**src/rtl/pit_pkg.sv**
```systemverilog
package pit_pkg;
   // register offsets whose order the bench and software depend on
   localparam int unsigned A_CTRL    = 0;
   localparam int unsigned A_CHEN    = 1;
   localparam int unsigned A_MTSEL   = 2;
   localparam int unsigned A_FORCE   = 3;
   localparam int unsigned A_IRQEN   = 4;
   localparam int unsigned A_FLAGS   = 5;
   localparam int unsigned A_MT_BASE = 6;
   // bit position of the time base reload strobes inside the force register
   localparam int unsigned FORCE_MT_LSB = 8;

   function automatic int unsigned sel_width(input int unsigned n);
      return (n > 1) ? $clog2(n) : 1;
   endfunction
endpackage

```
**src/rtl/pit_micro_timer.sv**
```systemverilog
module pit_micro_timer #(
   parameter int unsigned W = 8
) (
   input  logic         clk,
   input  logic         rst_n,
   input  logic         run,
   input  logic         force_ld,
   input  logic [W-1:0] load,
   output logic         tick
);
   logic [W-1:0] cnt_q;
   logic         at_zero;

   assign at_zero = (cnt_q == '0);
   assign tick    = run & ~force_ld & at_zero;

   always_ff @(posedge clk or negedge rst_n) begin
      if (!rst_n)                       cnt_q <= '0;
      else if (!run || force_ld || at_zero) cnt_q <= load;
      else                              cnt_q <= cnt_q - 1'b1;
   end

   // a stopped or forced time base restarts from its reload value
   a_r10_base_held: assert property (@(posedge clk) disable iff (!rst_n)
      (!run || force_ld) |=> cnt_q == $past(load));
endmodule

```
**src/rtl/pit_channel.sv**
```systemverilog
module pit_channel #(
   parameter int unsigned W = 16
) (
   input  logic         clk,
   input  logic         rst_n,
   input  logic         run,
   input  logic         force_ld,
   input  logic         tick,
   input  logic [W-1:0] load,
   output logic         timeout
);
   logic [W-1:0] cnt_q;
   logic         at_zero;

   assign at_zero = (cnt_q == '0);
   assign timeout = run & ~force_ld & tick & at_zero;

   always_ff @(posedge clk or negedge rst_n) begin
      if (!rst_n)                cnt_q <= '0;
      else if (!run || force_ld) cnt_q <= load;
      else if (tick)             cnt_q <= at_zero ? load : cnt_q - 1'b1;
   end

   // a force strobe puts the full reload value in the counter
   a_r9_force_reload: assert property (@(posedge clk) disable iff (!rst_n)
      force_ld |=> cnt_q == $past(load));
   // a disabled channel keeps its full reload value ready
   a_r5_disabled_full: assert property (@(posedge clk) disable iff (!rst_n)
      !run |=> cnt_q == $past(load));
   // between ticks the count does not move
   a_r3_no_tick_stable: assert property (@(posedge clk) disable iff (!rst_n)
      (run && !force_ld && !tick) |=> $stable(cnt_q));
endmodule

```
**src/rtl/pit_regs.sv**
```systemverilog
module pit_regs
   import pit_pkg::*;
#(
   parameter int unsigned NUM_CH = 4,
   parameter int unsigned NUM_MT = 2,
   parameter int unsigned MT_W   = 8,
   parameter int unsigned CH_W   = 16,
   parameter int unsigned DATA_W = 16,
   parameter int unsigned ADDR_W = 4,
   localparam int unsigned SEL_W = sel_width(NUM_MT),
   localparam int unsigned CH_BASE = A_MT_BASE + NUM_MT
) (
   input  logic                             clk,
   input  logic                             rst_n,
   input  logic                             wr_en,
   input  logic [ADDR_W-1:0]                addr,
   input  logic [DATA_W-1:0]                wdata,
   output logic [DATA_W-1:0]                rdata,
   input  logic [NUM_CH-1:0]                timeout,
   output logic                             gen,
   output logic [NUM_CH-1:0]                ch_en,
   output logic [NUM_CH*SEL_W-1:0]          sel,
   output logic [NUM_CH-1:0]                irq_en,
   output logic [NUM_CH-1:0]                flags,
   output logic [NUM_CH-1:0]                force_ch,
   output logic [NUM_MT-1:0]                force_mt,
   output logic [NUM_MT-1:0][MT_W-1:0]      mt_load,
   output logic [NUM_CH-1:0][CH_W-1:0]      ch_load
);
   logic wr_ctrl, wr_chen, wr_sel, wr_force, wr_irqen, wr_flags;
   logic [NUM_CH-1:0] clr;

   assign wr_ctrl  = wr_en && addr == ADDR_W'(A_CTRL);
   assign wr_chen  = wr_en && addr == ADDR_W'(A_CHEN);
   assign wr_sel   = wr_en && addr == ADDR_W'(A_MTSEL);
   assign wr_force = wr_en && addr == ADDR_W'(A_FORCE);
   assign wr_irqen = wr_en && addr == ADDR_W'(A_IRQEN);
   assign wr_flags = wr_en && addr == ADDR_W'(A_FLAGS);

   assign force_ch = wr_force ? wdata[NUM_CH-1:0] : '0;
   assign force_mt = wr_force ? wdata[FORCE_MT_LSB +: NUM_MT] : '0;
   assign clr      = wr_flags ? wdata[NUM_CH-1:0] : '0;

   always_ff @(posedge clk or negedge rst_n) begin
      if (!rst_n) begin
         gen    <= 1'b0;
         ch_en  <= '0;
         sel    <= '0;
         irq_en <= '0;
         flags  <= '0;
      end else begin
         if (wr_ctrl)  gen    <= wdata[0];
         if (wr_chen)  ch_en  <= wdata[NUM_CH-1:0];
         if (wr_sel)   sel    <= wdata[NUM_CH*SEL_W-1:0];
         if (wr_irqen) irq_en <= wdata[NUM_CH-1:0];
         // a new time-out wins over a clear in the same cycle
         flags <= (flags & ~clr) | timeout;
      end
   end

   generate
      for (genvar k = 0; k < NUM_MT; k++) begin : g_mt_ld
         always_ff @(posedge clk or negedge rst_n) begin
            if (!rst_n) mt_load[k] <= '0;
            else if (wr_en && addr == ADDR_W'(A_MT_BASE + k)) mt_load[k] <= wdata[MT_W-1:0];
         end
      end
      for (genvar c = 0; c < NUM_CH; c++) begin : g_ch_ld
         always_ff @(posedge clk or negedge rst_n) begin
            if (!rst_n) ch_load[c] <= '0;
            else if (wr_en && addr == ADDR_W'(CH_BASE + c)) ch_load[c] <= wdata[CH_W-1:0];
         end
      end
   endgenerate

   always_comb begin
      rdata = '0;
      if (addr == ADDR_W'(A_CTRL))  rdata[0] = gen;
      if (addr == ADDR_W'(A_CHEN))  rdata[NUM_CH-1:0] = ch_en;
      if (addr == ADDR_W'(A_MTSEL)) rdata[NUM_CH*SEL_W-1:0] = sel;
      if (addr == ADDR_W'(A_IRQEN)) rdata[NUM_CH-1:0] = irq_en;
      if (addr == ADDR_W'(A_FLAGS)) rdata[NUM_CH-1:0] = flags;
      for (int k = 0; k < NUM_MT; k++)
         if (addr == ADDR_W'(A_MT_BASE + k)) rdata[MT_W-1:0] = mt_load[k];
      for (int c = 0; c < NUM_CH; c++)
         if (addr == ADDR_W'(CH_BASE + c)) rdata[CH_W-1:0] = ch_load[c];
   end

   // flags never drop without a clear write
   generate
      for (genvar c = 0; c < NUM_CH; c++) begin : g_flag_chk
         a_r7_flag_sticky: assert property (@(posedge clk) disable iff (!rst_n)
            (flags[c] && !clr[c]) |=> flags[c]);
         a_r8_flag_clear: assert property (@(posedge clk) disable iff (!rst_n)
            (clr[c] && !timeout[c]) |=> !flags[c]);
      end
   endgenerate
endmodule

```
**src/rtl/pit_array.sv**
```systemverilog
module pit_array
   import pit_pkg::*;
#(
   parameter int unsigned NUM_CH = 4,
   parameter int unsigned NUM_MT = 2,
   parameter int unsigned MT_W   = 8,
   parameter int unsigned CH_W   = 16,
   parameter int unsigned DATA_W = 16,
   parameter int unsigned ADDR_W = 4
) (
   input  logic              clk,
   input  logic              rst_n,
   input  logic              wr_en,
   input  logic [ADDR_W-1:0] addr,
   input  logic [DATA_W-1:0] wdata,
   output logic [DATA_W-1:0] rdata,
   output logic [NUM_CH-1:0] irq,
   output logic [NUM_CH-1:0] trig
);
   localparam int unsigned SEL_W   = sel_width(NUM_MT);
   localparam int unsigned PAD_N   = 1 << SEL_W;
   localparam int unsigned CH_BASE = A_MT_BASE + NUM_MT;

   // elaboration-time parameter checks
   generate
      if (NUM_CH < 1 || NUM_CH > FORCE_MT_LSB) begin : g_bad_ch
         $error("pit_array: NUM_CH out of range");
      end
      if (NUM_MT < 1 || FORCE_MT_LSB + NUM_MT > DATA_W) begin : g_bad_mt
         $error("pit_array: NUM_MT does not fit the force register");
      end
      if (MT_W > DATA_W || CH_W > DATA_W || NUM_CH * SEL_W > DATA_W) begin : g_bad_w
         $error("pit_array: field wider than data port");
      end
      if (CH_BASE + NUM_CH > (1 << ADDR_W)) begin : g_bad_a
         $error("pit_array: register map exceeds address space");
      end
   endgenerate

   logic                        gen;
   logic [NUM_CH-1:0]           ch_en, irq_en, flags, force_ch, timeout;
   logic [NUM_CH*SEL_W-1:0]     sel;
   logic [NUM_MT-1:0]           force_mt, mt_tick;
   logic [NUM_MT-1:0][MT_W-1:0] mt_load;
   logic [NUM_CH-1:0][CH_W-1:0] ch_load;
   logic [PAD_N-1:0]            tick_pad;
   logic [NUM_CH-1:0]           trig_q;

   pit_regs #(
      .NUM_CH(NUM_CH), .NUM_MT(NUM_MT), .MT_W(MT_W), .CH_W(CH_W),
      .DATA_W(DATA_W), .ADDR_W(ADDR_W)
   ) u_regs (
      .clk(clk), .rst_n(rst_n), .wr_en(wr_en), .addr(addr), .wdata(wdata),
      .rdata(rdata), .timeout(timeout), .gen(gen), .ch_en(ch_en), .sel(sel),
      .irq_en(irq_en), .flags(flags), .force_ch(force_ch), .force_mt(force_mt),
      .mt_load(mt_load), .ch_load(ch_load)
   );

   generate
      for (genvar k = 0; k < NUM_MT; k++) begin : g_mt
         pit_micro_timer #(.W(MT_W)) u_mt (
            .clk(clk), .rst_n(rst_n), .run(gen), .force_ld(force_mt[k]),
            .load(mt_load[k]), .tick(mt_tick[k])
         );
      end
   endgenerate

   always_comb begin
      tick_pad = '0;
      tick_pad[NUM_MT-1:0] = mt_tick;
   end

   generate
      for (genvar c = 0; c < NUM_CH; c++) begin : g_ch
         logic ch_tick;
         assign ch_tick = tick_pad[sel[c*SEL_W +: SEL_W]];
         pit_channel #(.W(CH_W)) u_ch (
            .clk(clk), .rst_n(rst_n), .run(gen & ch_en[c]), .force_ld(force_ch[c]),
            .tick(ch_tick), .load(ch_load[c]), .timeout(timeout[c])
         );
         // a trigger pulse is always accompanied by a set flag
         a_r7_flag_with_trig: assert property (@(posedge clk) disable iff (!rst_n)
            trig_q[c] |-> flags[c]);
         // only an enabled channel can pulse
         a_r5_trig_needs_enable: assert property (@(posedge clk) disable iff (!rst_n)
            trig_q[c] |-> $past(ch_en[c]));
      end
   endgenerate

   always_ff @(posedge clk or negedge rst_n) begin
      if (!rst_n) trig_q <= '0;
      else        trig_q <= timeout;
   end

   assign trig = trig_q;
   assign irq  = flags & irq_en;

   // a stopped block emits no trigger in the following cycle
   a_r10_idle_no_trig: assert property (@(posedge clk) disable iff (!rst_n)
      !gen |=> trig_q == '0);
endmodule

```
**config.mk**
```make
export PLATFORM = sky130hd
export DESIGN_NAME = pit_array
export DESIGN_NICKNAME = d
export VERILOG_FILES = /design/src/rtl/pit_pkg.sv /design/src/rtl/pit_micro_timer.sv /design/src/rtl/pit_channel.sv /design/src/rtl/pit_regs.sv /design/src/rtl/pit_array.sv
export SDC_FILE = /design/constraint.sdc
export NUM_CORES = 1
export LEC_CHECK = 0
export BUFFER_PORTS_ARGS = -buffer_cell sky130_fd_sc_hd__buf_2
export CELL_PAD_IN_SITES_DETAIL_PLACEMENT = 0
export CELL_PAD_IN_SITES_GLOBAL_PLACEMENT = 1
export CORE_UTILIZATION = 49
export DETAILED_ROUTE_END_ITERATION = 16
export PLACE_DENSITY = 0.91
export SYNTH_ARGS = -nofsm -noshare
export SYNTH_HDL_FRONTEND = slang
export SYNTH_SLANG_ARGS = --single-unit
```
**constraint.sdc**
```tcl
create_clock -name clk -period 3.2 [get_ports clk]
set_clock_uncertainty 0.05 [all_clocks]
set_input_delay 0.8 -clock clk [delete_from_list [all_inputs] [get_ports clk]]
set_output_delay 0.8 -clock clk [all_outputs]
set_load 0.01 [all_outputs]
```
# Word-level counts from Yosys, hierarchy flattened
# Index checks and enable logic that the tools add are counted.
[word_totals]
inputBits = 23
ff_bits = 181
output_inout_bits = 24
[op_classes]
eq_ne = 11
add_sub_neg = 6
order_cmp = 4
bitwise_logic = 30
n_reduce_logical = 36
n_mux = 36
[op_table]
columns = ["cell", "n"]
rows = [
  ["2-to-1 mux 16 bit", 16],
  ["zero test 16 bit", 4],
  ["subtractor 16 x 1 -> 16 bit (second input constant)", 4],
  ["2-to-1 mux 8 bit", 4],
  ["2-to-1 mux 4 bit", 6],
  ["AND 1 bit", 20],
  ["== test 4 x 3 -> 1 bit (second input constant)", 4],
  ["== test 4 bit (second input constant)", 4],
  ["zero test 8 bit", 2],
  ["subtractor 8 x 1 -> 8 bit (second input constant)", 2],
  ["logical AND 1 bit", 12],
  ["2-to-1 mux 1 bit", 9],
  ["AND 4 bit", 2],
  ["== test 4 x 2 -> 1 bit (second input constant)", 2],
  ["logical OR 1 bit", 8],
  ["< comparator 1 x 2 -> 1 bit (second input constant)", 4],
  ["nonzero test 2 bit", 4],
  ["NOT 1 bit", 6],
  ["zero test 1 bit", 5],
  ["== test 4 x 1 -> 1 bit (second input constant)", 1],
  ["zero test 4 bit", 1],
  ["NOT 4 bit", 1],
  ["bitwise OR 4 bit", 1],
  ["2-to-1 mux 2 bit", 1],
]

# Logic depth before layout (Yosys ltp)
[depth]
ltp_word = 12
mapped_depth = 10
mapped_depth_nobuf = 8

# By module
# Synthesis repeated with hierarchy kept, for this count alone.
[unflattened]
hier_cells = 993
hier_area_um2 = 10576.4
[modules_own_cells]
columns = ["module", "cells_each", "area_each_um2", "seq_area_each_um2", "instances"]
rows = [
  ["pit_regs", 347, 4888.4, 2427.3, 1],
  ["pit_channel", 134, 1137.3, 400.4, 4],
  ["pit_micro_timer", 47, 471.7, 200.2, 2],
  ["pit_array", 16, 195.2, 100.1, 1],
]

# Least setup slack after synthesis
# No wires, ideal clock.
[synth_timing]
kind = "in2out"
startpoint = "input port addr[2]"
endpoint = "output port rdata[6]"
setup_slack_ps = 228
required_time_ps = 2350
n_path_buf = 2
path_stages = 6
arrival_ps = 2122
cell_sequence = "clkbuf_1 -> nand2b_1 -> nor3_1 -> clkbuf_1 -> a222oi_1 -> a31oi_1"
[synth_via]
elab_chain_len = 7
word_cells_on_any_way = 12
cone_classes = "eq/ne: 6; mux: 6"
[synth_rtl]
columns = ["item", "line", "text"]
rows = [
  ["start, declared", "pit_array.sv:14", "input logic [ADDR_W-1:0] addr,"],
  ["== test 4 x 3 -> 1 bit", "pit_regs.sv:84", "if (addr == ADDR_W'(A_MT_BASE + k)) rdata[MT_W-1:0] = mt_load[k];"],
  ["2-to-1 mux 8 bit (2 in a row)", "pit_regs.sv:84", ""],
  ["2-to-1 mux 16 bit (3 in a row)", "pit_regs.sv:86", "if (addr == ADDR_W'(CH_BASE + c)) rdata[CH_W-1:0] = ch_load[c];"],
  ["2-to-1 mux 16 bit (*)", "pit_regs.sv:86", ""],
  ["end, declared", "pit_array.sv:16", "output logic [DATA_W-1:0] rdata,"],
]
# Every way passes the cells marked *; elsewhere a longest branch is shown, timed or not.

# Final worst setup path
[layout_timing]
startpoint = "input port addr[3]"
endpoint = "output port rdata[14]"
[layout_via]
elab_chain_len = 5
word_cells_on_any_way = 8
cone_classes = "eq/ne: 4; mux: 4"
[layout_rtl]
columns = ["item", "line"]
rows = [
  ["== test 4 bit", "pit_regs.sv:86"],
  ["2-to-1 mux 16 bit (3 in a row)", "pit_regs.sv:86"],
  ["2-to-1 mux 16 bit (*)", "pit_regs.sv:86"],
]
# Marked as above.

==> flow_metrics.py <==
metrics = {
    "logic_synthesis": {
        "synth_xor_area_share_pct": 1.091,
        "synthSimpleGateAreaFrac_pct": 16.21,
        "syn_inst": 995,
        "synthFlopType": "dfrtp_1",
        "synth_top_family_by_area": "compound AO/OA/AOI/OAI gates",
        "synth_compound_area_share_pct": 19.05,
        "syn_area_per_cell_um2": 9.681,
        "synth_nets": 1030,
        "synthDistinctLibCells": 68,
        "synthAdderAreaFrac_pct": 1.559,
        "ys.warnings.count": 0,
        "synth.area.mux_share_pct": 11.62,
        "async_flop_share_pct": 100.0,
        "synth_edf_count": 0,
        "ys_seq_elements": 181,
        "syn_area_um2": 9633,
        "ys_seq_area_share_pct": 47.02,
    },
    "cts": {
        "htreeDepth": 4,
        "cts_root_buf": "clkbuf_16",
        "post-cts-setup-buffer-count": 0,
        "cts_buffer_depth": 2,
        "cts_tree": "yes",
        "clock_latency_ps": 440,
        "numClockSinks": 181,
        "holdBufCountCts": 0,
        "postCtsResizedCells": 0,
        "clkTransAtPathRegs_ps": 70,
        "cts_made_buffers": 17,
    },
    "job": {
        "maxCapViolCount": 0,
    },
    "routing": {
        "num_vias": 7998,
        "firstDrtPassIters": 5,
        "routed_wl_mm": 26.24,
        "route.detailed.drc": 0,
        "drtIter0Drc": 629,
        "drtAntennaViolNets": 0,
        "wl_per_cell_um": 19.94,
        "viasPerCell": 6.078,
    },
    "critical_path": {
        "criticalPathCategory": "input port to output port",
        "critPathCaptureType": "output port",
        "required_ps": 2350,
        "crit_path_max_fanout": 10,
        "worst_setup_path_start_kind": "input port",
        "cp_slowest_cell": "and2_1",
        "worstPathCellList": "buf_2, inv_1, nor2_1, and2_1, nand2_1, o21ai_0, buf_2",
        "crit_top_cell": "buf_2",
        "critPathMaxStageDelay_ps": 430,
        "critPathTopFamily": "simple AND/OR/NAND/NOR gates",
        "critPathBufInv": 3,
        "arrival_ps": 2230,
    },
    "grt": {
        "grt.overflow.total": 0,
        "grt_use_total_pct": 27.21,
        "antenna_found_initial": 0,
        "grt_pass1_wl_mm": 41.86,
        "grt_pass1_vias": 7573,
        "grt_max_degree": 68,
    },
    "die": {
        "die_x_um": 142.2,
        "core_area_um2": 18960,
        "io_pins": 47,
        "die_h_um": 142.2,
        "initial_utilization_pct": 50.82,
        "dieArea_um2": 20220,
        "rows": 50,
    },
    "outcome": {
        "status": "complete, no violations",
    },
    "finish": {
        "diodes": 0,
        "final_cells": 1316,
        "final_common_cell": "dfrtp_1",
        "drive_gt1_share_pct": 21.21,
        "final_core_util_pct": 57.79,
        "layout_common_cells": "dfrtp_1, nor2_1, mux2_2",
        "layout.nets": 1079,
        "stdcell_area_um2": 10950,
        "layout-area-overhead-vs-synth_pct": 13.72,
    },
    "placement": {
        "dp.cells": 1285,
        "hpwl_mm": 19.03,
        "port_buffers": 46,
        "placed_area_um2": 10310,
        "gp_congestion": 0.9281,
        "place_ws_ps": 139.2,
    },
    "sta": {
        "max_freq_mhz": 324.7,
        "tns_ps": 0,
        "slew_headroom_pct": 42.92,
        "slew_violations": 0,
        "hold_viol_final": 0,
        "rsz0062_at_grt": "no",
        "setup_ws_ps": 120.7,
        "fin_crit_ps": 3079,
        "setup_viol_count_final": 0,
        "min_period_over_period_pct": 96.23,
        "hold_ws_ps": 333.8,
        "tightest_slew_ps": 854.1,
    },
    "power_and_ir_drop": {
        "p_total_mw": 8.779,
        "power.density_nw_per_um2": 801.5,
        "power.leakage_nw": 4.741,
        "vdd_drop_max_mv": 0.4497,
    },
    "min_path": {
        "hold_class": "input port to async pin",
    },
}
[worst paths after layout]
check,slack (ps),cells after the start,start,to
max in group asynchronous,1990,2,rst_n,u_regs.irq_en[1]$_DFFE_PN0P_
setup / recovery,120,7,addr[3],rdata[14]
hold reg to reg,450,1,g_mt[0].u_mt.cnt_q[0]$_DFF_PN0_,g_mt[0].u_mt.cnt_q[0]$_DFF_PN0_
setup reg to reg,620,6,g_mt[0].u_mt.cnt_q[4]$_DFF_PN0_,g_ch[0].u_ch.cnt_q[13]$_DFFE_PN0P_
min in group clk,450,1,g_mt[0].u_mt.cnt_q[0]$_DFF_PN0_,g_mt[0].u_mt.cnt_q[0]$_DFF_PN0_
hold / removal,330,1,rst_n,g_ch[3].u_ch.cnt_q[6]$_DFFE_PN0P_
[logic make-up (layout without fill, tap and decap cells)]
| kind of cell | Yosys count | count (layout) |
|---|---|---|
| adder cells (fa/ha/maj) | 12 | 12 |
| AND/OR/NAND/NOR | 322 | 322 |
| AO/OA/AOI/OAI | 290 | 290 |
| flip-flops | 181 | 181 |
| XOR/XNOR | 12 | 12 |
| multiplexers | 99 | 99 |
| buffers and inverters | 79 | 140 |
[cell type report]
| cell class | count | area, um2 |
|---|---|---|
| Tap cell | 260 | 325.3 |
| Clock inverter | 13 | 205.2 |
| Sequential cell | 181 | 4529 |
| Fill cell | 1648 | 8001 |
| Inverter | 25 | 93.84 |
| Timing Repair Buffer | 84 | 584.3 |
| Clock buffer | 18 | 439.2 |
| Multi-Input combinational cell | 735 | 4777 |
[flip-flops by register name, indices dropped and copies added, names as in the netlist]
register and flops:
u_regs.ch_en 4, u_regs.flags 4, u_regs.mt_load 16, u_regs.irq_en 4, trig 4, u_regs.gen 1, g_mt.u_mt.cnt_q 16, g_ch.u_ch.cnt_q 64
u_regs.sel 4, u_regs.ch_load 64
[layer usage]
layer	vias up	wire length, um	track usage (%)
met5	-	0	0
met4	0	652	9.168
met3	46	1745	6.427
met2	259	12190	42.85
met1	3927	11650	36.89
li1	3766	-	-
[cells in the mapped netlist (all sizes together) (14+ instances only)]
library cell | instances | area (um2)
nor2 | 109 | 409.1
mux2 | 93 | 1047
o21ai | 87 | 435.4
a31oi | 22 | 137.6
a21oi | 73 | 365.4
and2 | 17 | 106.4
inv | 25 | 93.84
o22a | 14 | 122.6
dfrtp | 181 | 4529
clkbuf | 41 | 153.9
nor3 | 27 | 140.1
nand3 | 21 | 105.1
nor4 | 18 | 112.6
a22oi | 26 | 200.2
nand2 | 72 | 270.3
[report_power, final]
part           switching, mW  leakage (nW)  total (mW)  internal, mW
Combinational           1.39          2.21        2.56          1.17
Clock                  0.917         0.308        2.32          1.40
Sequential             0.850          2.23        3.90          3.05
Power figures use the tool's default switching activity.
